==> config.mk <==
export PLATFORM = sky130hd
export DESIGN_NAME = uart_word_codec
export DESIGN_NICKNAME = d
export VERILOG_FILES = /design/src/rtl/codec_pkg.sv /design/src/rtl/codec_ctrl.sv /design/src/rtl/codec_datapath.sv /design/src/rtl/uart_word_codec.sv
export SDC_FILE = /design/constraint.sdc
export NUM_CORES = 1
export LEC_CHECK = 0
export ABC_AREA = 0
export BUFFER_PORTS_ARGS = -buffer_cell sky130_fd_sc_hd__buf_4
export CAP_MARGIN = 5
export CORE_ASPECT_RATIO = 0.7
export CORE_UTILIZATION = 52
export CTS_CLUSTER_SIZE = 40
export DETAILED_ROUTE_END_ITERATION = 8
export GPL_TIMING_DRIVEN = 0
export PLACE_DENSITY = 0.79
export RECOVER_POWER = 100
export SLEW_MARGIN = 20
export SYNTH_ARGS = -nofsm -noshare
export SYNTH_HDL_FRONTEND = slang
export SYNTH_SLANG_ARGS = --single-unit
==> constraint.sdc <==
create_clock -name clk -period 5.6 [get_ports clk]
set_clock_uncertainty 0.05 [all_clocks]
set_input_delay 0.28 -clock clk [delete_from_list [all_inputs] [get_ports clk]]
set_output_delay 0.28 -clock clk [all_outputs]
set_load 0.02 [all_outputs]
==> src/rtl/codec_pkg.sv <==
package codec_pkg;
  typedef struct packed {
    logic encLoad;
    logic encStep;
    logic decCapture;
    logic decFinish;
  } codecCtl_t;
endpackage

==> src/rtl/codec_ctrl.sv <==
module codec_ctrl
  import codec_pkg::*;
#(
  parameter int FRAME_WORDS = 10,
  parameter int IDX_W = 4
) (
  input  logic             clk,
  input  logic             rstN,
  input  logic             byteValid,
  input  logic             wordReady,
  input  logic             rxWordValid,
  output logic             byteReady,
  output logic             wordValid,
  output logic [IDX_W-1:0] encIdx,
  output logic [IDX_W-1:0] decIdx,
  output codecCtl_t        ctl
);
  localparam logic [IDX_W-1:0] LAST_IDX = IDX_W'(FRAME_WORDS - 1);

  logic encBusy;

  always_comb begin
    ctl.encLoad    = byteValid && !encBusy;
    ctl.encStep    = encBusy && wordReady;
    ctl.decCapture = rxWordValid;
    ctl.decFinish  = rxWordValid && (decIdx == LAST_IDX);
  end

  assign byteReady = !encBusy;
  assign wordValid = encBusy;

  always_ff @(posedge clk) begin
    if (!rstN) begin
      encBusy <= 1'b0;
      encIdx  <= '0;
    end else if (ctl.encLoad) begin
      encBusy <= 1'b1;
      encIdx  <= '0;
    end else if (ctl.encStep) begin
      if (encIdx == LAST_IDX) begin
        encBusy <= 1'b0;
        encIdx  <= '0;
      end else begin
        encIdx <= encIdx + 1'b1;
      end
    end
  end

  always_ff @(posedge clk) begin
    if (!rstN) begin
      decIdx <= '0;
    end else if (ctl.decCapture) begin
      decIdx <= (decIdx == LAST_IDX) ? '0 : decIdx + 1'b1;
    end
  end
endmodule

==> src/rtl/codec_datapath.sv <==
module codec_datapath
  import codec_pkg::*;
#(
  parameter int WORD_W = 16,
  parameter int DATA_BITS = 8,
  parameter int IDX_W = 4
) (
  input  logic                 clk,
  input  logic                 rstN,
  input  codecCtl_t            ctl,
  input  logic [IDX_W-1:0]     encIdx,
  input  logic [IDX_W-1:0]     decIdx,
  input  logic [DATA_BITS-1:0] byteData,
  input  logic [WORD_W-1:0]    rxWord,
  output logic [WORD_W-1:0]    wordData,
  output logic                 rxByteValid,
  output logic [DATA_BITS-1:0] rxByte,
  output logic                 rxFrameErr
);
  localparam int CNT_W = $clog2(WORD_W + 1);
  localparam logic [CNT_W-1:0] MAJ_MIN = CNT_W'(WORD_W / 2 + 1);
  localparam logic [IDX_W-1:0] STOP_IDX = IDX_W'(DATA_BITS + 1);

  logic [DATA_BITS-1:0] byteHold;
  logic [DATA_BITS-1:0] bitAcc;
  logic                 startBad;
  logic [CNT_W-1:0]     onesCnt;
  logic                 bitNow;
  logic                 encBit;

  // Encoder side: pick the data bit for the word being presented
  always_ff @(posedge clk) begin
    if (!rstN) byteHold <= '0;
    else if (ctl.encLoad) byteHold <= byteData;
  end

  always_comb begin
    encBit = 1'b0;
    for (int i = 0; i < DATA_BITS; i++)
      if (encIdx == IDX_W'(i + 1)) encBit = byteHold[i];
  end

  always_comb begin
    if (encIdx == '0) wordData = '0;
    else if (encIdx == STOP_IDX) wordData = '1;
    else wordData = {WORD_W{encBit}};
  end

  // Decoder side: majority vote across the received word
  always_comb begin
    onesCnt = '0;
    for (int i = 0; i < WORD_W; i++) onesCnt = onesCnt + CNT_W'(rxWord[i]);
  end
  assign bitNow = (onesCnt >= MAJ_MIN);

  always_ff @(posedge clk) begin
    if (!rstN) begin
      bitAcc   <= '0;
      startBad <= 1'b0;
    end else if (ctl.decCapture) begin
      if (decIdx == '0) startBad <= bitNow;
      for (int i = 0; i < DATA_BITS; i++)
        if (decIdx == IDX_W'(i + 1)) bitAcc[i] <= bitNow;
    end
  end

  always_ff @(posedge clk) begin
    if (!rstN) begin
      rxByteValid <= 1'b0;
      rxByte      <= '0;
      rxFrameErr  <= 1'b0;
    end else begin
      rxByteValid <= ctl.decFinish;
      if (ctl.decFinish) begin
        rxByte     <= bitAcc;
        rxFrameErr <= startBad || !bitNow;
      end
    end
  end
endmodule

==> src/rtl/uart_word_codec.sv <==
module uart_word_codec
  import codec_pkg::*;
#(
  parameter int WORD_W = 16,
  parameter int DATA_BITS = 8
) (
  input  logic                 clk,
  input  logic                 rstN,
  input  logic                 byteValid,
  input  logic [DATA_BITS-1:0] byteData,
  output logic                 byteReady,
  output logic                 wordValid,
  output logic [WORD_W-1:0]    wordData,
  input  logic                 wordReady,
  input  logic                 rxWordValid,
  input  logic [WORD_W-1:0]    rxWord,
  output logic                 rxByteValid,
  output logic [DATA_BITS-1:0] rxByte,
  output logic                 rxFrameErr
);
  localparam int FRAME_WORDS = DATA_BITS + 2;
  localparam int IDX_W = $clog2(FRAME_WORDS);

  codecCtl_t        ctl;
  logic [IDX_W-1:0] encIdx;
  logic [IDX_W-1:0] decIdx;

  codec_ctrl #(.FRAME_WORDS(FRAME_WORDS), .IDX_W(IDX_W)) u_ctrl (
    .clk(clk), .rstN(rstN), .byteValid(byteValid), .wordReady(wordReady),
    .rxWordValid(rxWordValid), .byteReady(byteReady), .wordValid(wordValid),
    .encIdx(encIdx), .decIdx(decIdx), .ctl(ctl)
  );

  codec_datapath #(.WORD_W(WORD_W), .DATA_BITS(DATA_BITS), .IDX_W(IDX_W)) u_dp (
    .clk(clk), .rstN(rstN), .ctl(ctl), .encIdx(encIdx), .decIdx(decIdx),
    .byteData(byteData), .rxWord(rxWord), .wordData(wordData),
    .rxByteValid(rxByteValid), .rxByte(rxByte), .rxFrameErr(rxFrameErr)
  );
endmodule

### Word level (Yosys, flattened, before mapping)

Cells that the tools add are included.

| word-level totals | value |
|---|---|
| output and inout port bits | 28 |
| input bits | 29 |
| RAM bits | 0 |
| register bits after elaboration | 36 |
| logic and storage cells | 89 |
| bits in latches | 0 |
| memory bits (read-only) | 0 |
| memories kept | 0 |

| cells by class | value |
|---|---|
| add/subtract/negate cells | 17 |
| mux-type cells | 15 |
| shifts and indexed selects | 0 |
| multipliers | 0 |
| reduce and logical (&&, ||, !) cells | 21 |
| bitwise logic cells | 1 |
| equal/unequal tests | 18 |
| order comparisons | 1 |
| divide/modulo/power cells | 0 |

Operators with widths:

| kind | count |
|---|---|
| $add 5x1->5 | 14 |
| $eq 4x3->1 const B | 8 |
| $mux 16 | 2 |
| $reduce_and 2->1 | 10 |
| $eq 4x2->1 const B | 4 |
| $eq 4x4->1 const B | 4 |
| $mux 1 | 11 |
| $add 4x1->4 const B | 2 |
| $eq 4x1->1 const B | 2 |
| $logic_not 4->1 | 2 |
| $mux 4 | 2 |
| $ge 5x4->1 const B | 1 |
| $reduce_bool 2->1 | 2 |
| $logic_and 1x1->1 | 3 |
| $add 1x1->2 | 1 |
| $logic_not 1->1 | 2 |
| $reduce_or 2->1 | 1 |
| $logic_or 1x1->1 | 1 |
| $not 1->1 | 1 |

### Logic depth before layout (Yosys ltp)

Gate-level depths: netlist of run 1.

| logic depth | value |
|---|---|
| depth in word-level cells | 18 |
| mapped depth | 14 |
| mapped depth without buffers | 14 |

### Modules after synthesis

From an unflattened synthesis of run 1, not the netlist that was laid out.

| unflattened totals | value |
|---|---|
| cell total of the unflattened synthesis | 225 |
| area, all modules | 2120.8 sq um |

Modules (own cells, without submodules):

| module | sequential area each (sq um) | cells an instance | instances | area an instance (sq um) |
|---|---|---|---|---|
| codec_datapath | 540.5 | 178 | 1 | 1695.4 |
| codec_ctrl | 180.2 | 47 | 1 | 425.4 |

### Least setup slack after synthesis of run 1

OpenSTA, ideal clock, no wires.

| path | value |
|---|---|
| path kind | input port to flip-flop |
| start point | in rxWord[0] |
| end point | reg u_dp.rxFrameErr |
| cell stages on the path | 13 |
| path slack | 1452 ps |
| buffers on the path | 0 |
| arrival | 4037 ps |
| data required time | 5489 ps |
| cells stage by stage | ha_1 > inv_1 > fa_1 > fa_1 > fa_1 > fa_1 > fa_1 > inv_1 > fa_1 > nand2b_1 > a21oi_2 > or3_1 > o221a_1 |

| on the way | value |
|---|---|
| cells in the longest elaborated chain, start to end | 18 |

Ends and longest elaborated chain:

| what | line | source |
|---|---|---|
| start: declaration | uart_word_codec.sv:16 | `input logic [WORD_W-1:0] rxWord,` |
| $add 1x1->2 | codec_datapath.sv:52 | `for (int i = 0; i < WORD_W; i++) onesCnt = onesCnt + CNT_W'(rxWord[i]);` |
| $add 5x1->5 (14 in series) | codec_datapath.sv:52 |  |
| $ge 5x4->1 | codec_datapath.sv:54 | `assign bitNow = (onesCnt >= MAJ_MIN);` |
| $logic_not 1->1 | codec_datapath.sv:76 | `rxFrameErr <= startBad \|\| !bitNow;` |
| $logic_or 1x1->1 | codec_datapath.sv:76 |  |
| end signal: assignment | codec_datapath.sv:76 |  |
| end: declaration | codec_datapath.sv:18 | `output logic rxFrameErr` |

No other way between the ends.
A chain may end at the register's enable or synchronous reset.

### Final worst setup path of run 1

Same ends and word-level chain as after synthesis.

==> results of run 1 <==
==> registers in the layout, summed over array words and instances, names as in the netlist <==
register	cells
u_ctrl.decIdx	4
u_ctrl.encIdx	4
u_ctrl.wordValid	1
u_dp.bitAcc	8
u_dp.byteHold	8
u_dp.rxByte	8
u_dp.rxByteValid	1
u_dp.rxFrameErr	1
u_dp.startBad	1
==> per-layer routing <==
metal | global-route usage (%) | routed length, µm | up-vias
met4 | 6.918 | 34 | 0
met5 | 0 | 0 | -
li1 | - | - | 934
met1 | 33.37 | 2319 | 856
met2 | 35.40 | 1959 | 60
met3 | 5.246 | 308 | 6
==> synthesized netlist by cell type (3+ instances only) <==
master	count	share of area, %
fa_1	10	9.6
buf_4	17	6.1
nand3b_1	3	1.1
nor2b_1	5	1.5
nand2_1	43	7.7
nor2_1	10	1.8
nand3_1	17	4.1
inv_1	24	4.3
nor3b_1	4	1.4
nand2b_1	3	0.90
o41ai_1	7	2.9
ha_1	5	3.0
o21ai_0	7	1.7
dfxtp_1	36	35
clkbuf_1	6	1.1
a21oi_1	22	5.3
==> worst register-to-register path: stages, from the launching register on <==
cell,delay (ps)
dfxtp_1,310
clkbuf_1,320
nand2_1,220
nor3_1,870
nand2_1,150
a21oi_1,170
==> worst max-delay path by stage <==
stage | startpoint | cells after the start | to
floorplan | rxWord[0] | 13 | u_dp.rxFrameErr
global placement | rxWord[0] | 14 | u_dp.rxFrameErr
detailed placement | rxWord[0] | 14 | u_dp.rxFrameErr
CTS | rxWord[0] | 14 | u_dp.rxFrameErr
global route | rxWord[0] | 14 | u_dp.rxFrameErr
finish | rxWord[0] | 14 | u_dp.rxFrameErr
==> final cells by class <==
type                            instances  area share (%)
Clock inverter                          3          0.7285
Tap cell                               50           2.428
Multi-Input combinational cell        162           41.86
Clock buffer                            5           2.671
Timing Repair Buffer                   55           13.99
Inverter                               24           3.497
Sequential cell                        36           27.97
Buffer                                 27           6.848
==> cells by family (layout without fill, tap and decap cells) <==
group	Yosys count	count (layout)	share of synthesized area, %
AND/OR/NAND/NOR	97	97	23.16
adder cells (fa/ha/maj)	15	15	12.60
buffers and inverters	51	114	12.96
multiplexers	4	4	2.639
XOR/XNOR	3	3	1.260
flip-flops	36	36	34.55
AO/OA/AOI/OAI	43	43	12.84
==> metrics by stage <==
step	utilization [%]	cells	power, mW	hold WS, ps	worst slack (ps)
5_1_grt	70.18	362	0.7198	189.9	878.5
3_5_place_dp	69.77	354	0.5045	399.8	1083
4_1_cts	72.15	362	0.6817	185.0	1374
6_report	70.18	362	0.6732	186.5	1102
3_3_place_gp	69.56	353	0.4975	391.7	1128
2_1_floorplan	-	249	0.4427	366.0	1452
==> power by group <==
group          switching [mW]  internal (mW)  leakage (nW)
Combinational           0.131         0.0918         0.767
Sequential            0.00571          0.266         0.292
Clock                  0.0928         0.0866        0.0479
Total                   0.229          0.444          1.11
==> reports/metrics.cfg, run 1 <==
[outcome]
status=finished clean

[setup_path]
regToRegSetupSlack_ps=3440
cp_data_required_time_ps=5770
cp_top_family=adder cells
rr_startpoint=u_ctrl.decIdx[0]
cp_common_cell=fa_1
cp.arrival_ps=4670
crit_slowest_cell=a21oi_1
ff2ff_path_depth=5
worstPathMaxFanout=10
critPathLaunchType=input pin
cp_num_buf_inv=3
slowest_delay_ps=610
worstSetupPathType=input pin to register
end_kind=register
reg2reg_to=u_dp.rxByte[0]
path_cells=clkbuf_4, ha_1, inv_1, fa_1, fa_1, fa_1, fa_1, fa_1, inv_1, fa_1, nand2b_1, a21oi_1, or3_1, o221a_1

[detailed_routing]
vias=1856
drc=0
drt_first_pass_iters=4
wirelength_um=4622
drt.antenna.violating_nets=0
drt_iter0_drc=129
avgRoutedWirePerCell_um=12.77
routed_via_density=5.127

[die]
dieWidth_um=77.70
rows=18
ios=57
core_area_um2=3671
initial_core_util_pct=56.82
die_area_um2=4272
die-height_um=54.99

[logic_synthesis]
ys_types=38
synth-seq-cells=36
syn_nets=293
yosysWarnings=0
syn-instance-count=249
ys.flop_type=dfxtp_1
yosysSeqAreaShare_pct=34.55
async_flop_share_pct=0
synth_edf_count=0
netlist_area_um2=2086
syn_area_per_cell_um2=8.377

[cells_and_area]
multi_input_area_um2=1079
regArea_um2=720.7
drive_gt1_share_pct=23.08
mostFrequentLayoutCells=44 x nand2_1, 43 x buf_4, 36 x dfxtp_1, 24 x inv_1, 23 x a21oi_1
n_fill_cell=326
stdcell_area_um2=2576
fin_nets=355
mostFrequentLayoutCell=nand2_1
diodes=0
syn_to_final_growth_pct=23.52

[clock_tree]
postCtsSetupRepairBufs=0
clk_pin_slew_worst_paths_ps=70
ctsResizeCount=0
cts-root-buf=clkbuf_8
cts_max_path_buffers=2
clkLatencyLatePin_ps=280
holdBufCountCts=0
numCtsBuffers=5
clock_sinks=36
cts_tree=yes
htree_levels=2

[sta]
tns_ps=0
report.final.slew_viol_count=0
hold_viol=0
setup_viol_count_final=0
rsz0062_at_grt=false
fmax_ghz=0.2223
worst_pin_slew_ps=1034
max_slew_margin_pct=30.56
period_minus_slack_ps=4498
post-route-period-util_pct=80.31

[global_routing]
grt_pass1_wl_um=7638
grt_remaining_overflow=0
grt_pass1_vias=1673
track_usage_pct=23.34
grt_max_degree=15
antenna_found_initial=0

[hold_path]
hold_path_depth=3
worstHoldStart=byteData[5]
worstHoldEndpoint=u_dp.byteHold[5]
hp-class=input pin to register

[flow_run]
drv_cap=0

[placed_design]
dpl_cell_area_um2=2561
place.gp.congestion=0.8483
place.port_buffers=54
hpwl_um=3586

[power]
p_leak_nw=1.107
p_per_area_nw_per_um2=261.3
vdd_ir_drop_max_uv=171.9

No activity file was read; power rests on OpenSTA's default activity.
==> run 2, diff against run 1 <==
CORE_UTILIZATION = 47   (was 52)
PLACE_DENSITY = 0.76   (was 0.79)
clock period = 3.9 ns   (was 5.6 ns; I/O delays follow)
==> run 2 against run 1 <==
  * Non-clock buffer count rose by 2
  * Core utilization fell by 5.1 points
  * Largest power group is now combinational logic
  * Via count rose by 0.70%
  * Hold slack got worse by 92 ps
  * Design area rose by 3.3%
  * Global-route usage fell by 1.0 points
  * Die area rose by 10%
  * Sequential power rose by 44%
  * Worst setup slack got worse by 1100 ps
==> reports/metrics.cfg, run 2 (synthesized netlist as in run 1, its figures left out) <==
[outcome]
status=finished clean  ; unchanged

[sta]
fmax_ghz=0.2588
worst_pin_slew_ps=1118  ; was 1034 ps
rsz0062_at_grt=true  ; was false
hold_viol=0  ; unchanged
worst_slack_ps=35.97  ; was 1102 ps
period_minus_slack_ps=3864
post-route-period-util_pct=99.08
report.final.slew_viol_count=0  ; unchanged
setup_viol_count_final=0  ; unchanged
max_slew_margin_pct=24.87  ; was 30.56%

[die]
die-height_um=57.74  ; was 54.99 µm
die_area_um2=4712  ; was 4272 µm²
ios=57  ; unchanged
initial_core_util_pct=51.01  ; was 56.82%
dieWidth_um=81.62  ; was 77.70 µm
rows=19  ; was 18
core_area_um2=4089  ; was 3671 µm²

[cells_and_area]
top_regs=u_dp.bitAcc x8, u_dp.byteHold x8, u_dp.rxByte x8  ; unchanged
stdcell_area_um2=2661  ; was 2576 µm²
fin_nets=357  ; was 355
drive_gt1_share_pct=26.52  ; was 23.08%
mostFrequentLayoutCells=44 x buf_4, 44 x nand2_1, 36 x dfxtp_1  ; was 44 x nand2_1, 43 x buf_4, 36 x dfxtp_1, 24 x inv_1, 23 x a21oi_1
n_fill_cell=367  ; was 326
syn_to_final_growth_pct=27.59  ; was 23.52%
diodes=0  ; unchanged
multi_input_area_um2=1149  ; was 1079 µm²
regArea_um2=720.7  ; unchanged

[setup_path]
worstSetupPathType=input pin to register  ; unchanged
cp_top_family=adder cells  ; unchanged
cp_num_buf_inv=3  ; unchanged
cp.arrival_ps=4000  ; was 4670 ps
path_cells=buf_6, ha_4, inv_2, fa_1, fa_1, fa_1, fa_1, fa_2, inv_2, fa_2, nand2b_4, a21oi_4, or3_1, o221a_1  ; was clkbuf_4, ha_1, inv_1, fa_1, fa_1, fa_1, fa_1, fa_1, inv_1, fa_1, nand2b_1, a21oi_1, or3_1, o221a_1
end_kind=register  ; unchanged
slowest_delay_ps=530  ; was 610 ps
worstPathMaxFanout=3  ; was 10
crit_slowest_cell=fa_2  ; was a21oi_1
cp_common_cell=fa_1  ; unchanged
cp_data_required_time_ps=4030  ; was 5770 ps
critPathLaunchType=input pin  ; unchanged

[clock_tree]
clock_sinks=36  ; unchanged
cts_tree=yes  ; unchanged
htree_levels=2  ; unchanged
numCtsBuffers=5  ; unchanged
cts_max_path_buffers=2  ; unchanged
clkLatencyLatePin_ps=290  ; was 280 ps
cts-root-buf=clkbuf_8  ; unchanged
clk_pin_slew_worst_paths_ps=70  ; about the same

[detailed_routing]
routed_via_density=5.121  ; was 5.127
avgRoutedWirePerCell_um=13.52  ; was 12.77 µm
drt_first_pass_iters=8  ; was 4
drt.antenna.violating_nets=0  ; unchanged
drc=0  ; unchanged
drt_iter0_drc=155  ; was 129
vias=1869  ; was 1,856
wirelength_um=4934  ; was 4622 µm

[flow_run]
drv_cap=0  ; unchanged

[placed_design]
dpl_cell_area_um2=2579  ; was 2561 µm²
hpwl_um=3689  ; was 3586 µm
place.port_buffers=54  ; unchanged
place.gp.congestion=0.8901  ; was 0.8483
dpl_worst_slack_ps=-401.1  ; was 1083 ps

[global_routing]
grt_pass1_wl_um=7810  ; was 7638 µm
track_usage_pct=22.30  ; was 23.34%
grt_remaining_overflow=0  ; unchanged
antenna_found_initial=0  ; unchanged
grt_pass1_vias=1693  ; was 1,673
grt_max_degree=15  ; unchanged

[power]
p_leak_nw=1.146  ; was 1.107 nW
vdd_ir_drop_max_uv=270.1  ; was 171.9 µV
p_per_area_nw_per_um2=404.1  ; was 261.3 nW/µm²

[hold_path]
hp-class=input pin to register  ; unchanged

run 2: cell types whose count changed in the layout (fill, tap and decap cells not counted), moves of 2 or more:
cell,before,now
fa_1,10,8
o41ai_1,7,3
fa_2,0,2
buf_6,2,4
o41ai_2,0,4
inv_2,0,2
inv_1,24,22
run 2: area by class of cell:
type	instances	area share, %
multi-input combinational	162	43.16
buffer	27	6.629
sequential	36	27.08
timing repair buffer	57	14.39
clock inverter	1	0.1881
tap	52	2.445
inverter	24	3.385
clock buffer	6	2.727
run 2: path summary, 6_finish.rpt:
path / depth (start not counted) / slack (ps) / startpoint / endpoint
max reg2reg: 5 / 1690 / u_ctrl.decIdx[0] / u_dp.rxByte[6]
min: 3 / 90 / byteData[3] / u_dp.byteHold[3]
min reg2reg: 2 / 400 / u_dp.rxByte[6] / u_dp.rxByte[6]
max: 14 / 40 / rxWord[1] / u_dp.rxFrameErr
run 2: report_power, final:
group / leakage, nW / internal, mW / switching [mW]
clock network: 0.0410 / 0.121 / 0.129
registers: 0.292 / 0.382 / 0.00770
logic: 0.813 / 0.195 / 0.241
run 2: repair_timing:
item                                    in CTS  in global routing
pin swaps                                    1                  0
setup buffers                                2                  0
endpoints found under the setup margin       3                 10
resized for setup                            0                 13
hold buffers                                 0                  0
run 2: layer usage:
| metal | track usage [%] | part of all wire [%] | vias up |
|---|---|---|---|
| met2 | 31.67 | 44 | 57 |
| met5 | 0 | 0 | - |
| met4 | 8.020 | 0.99 | 0 |
| met1 | 31.98 | 48 | 866 |
| met3 | 6.614 | 6.5 | 6 |
| li1 | - | - | 940 |
run 2: tightest hold or removal path, cell delays in order:
cell and delay (ps):
buf_4 110, nand2_1 40, a21oi_1 50
run 2: metrics by stage:
stage          hold slack, ps  cells  utilization, %  power (mW)  TNS (ps)
2_1_floorplan           281.0    249               -      0.6754    -70.88
3_3_place_gp            391.3    355           62.88      0.7556     -2214
3_5_place_dp            398.0    356           63.07      0.7743     -2860
4_1_cts                 95.24    365           65.33       1.044    -28.37
5_1_grt                 103.0    365           65.09       1.146    -36.78
6_report                94.77    365           65.09       1.076         0
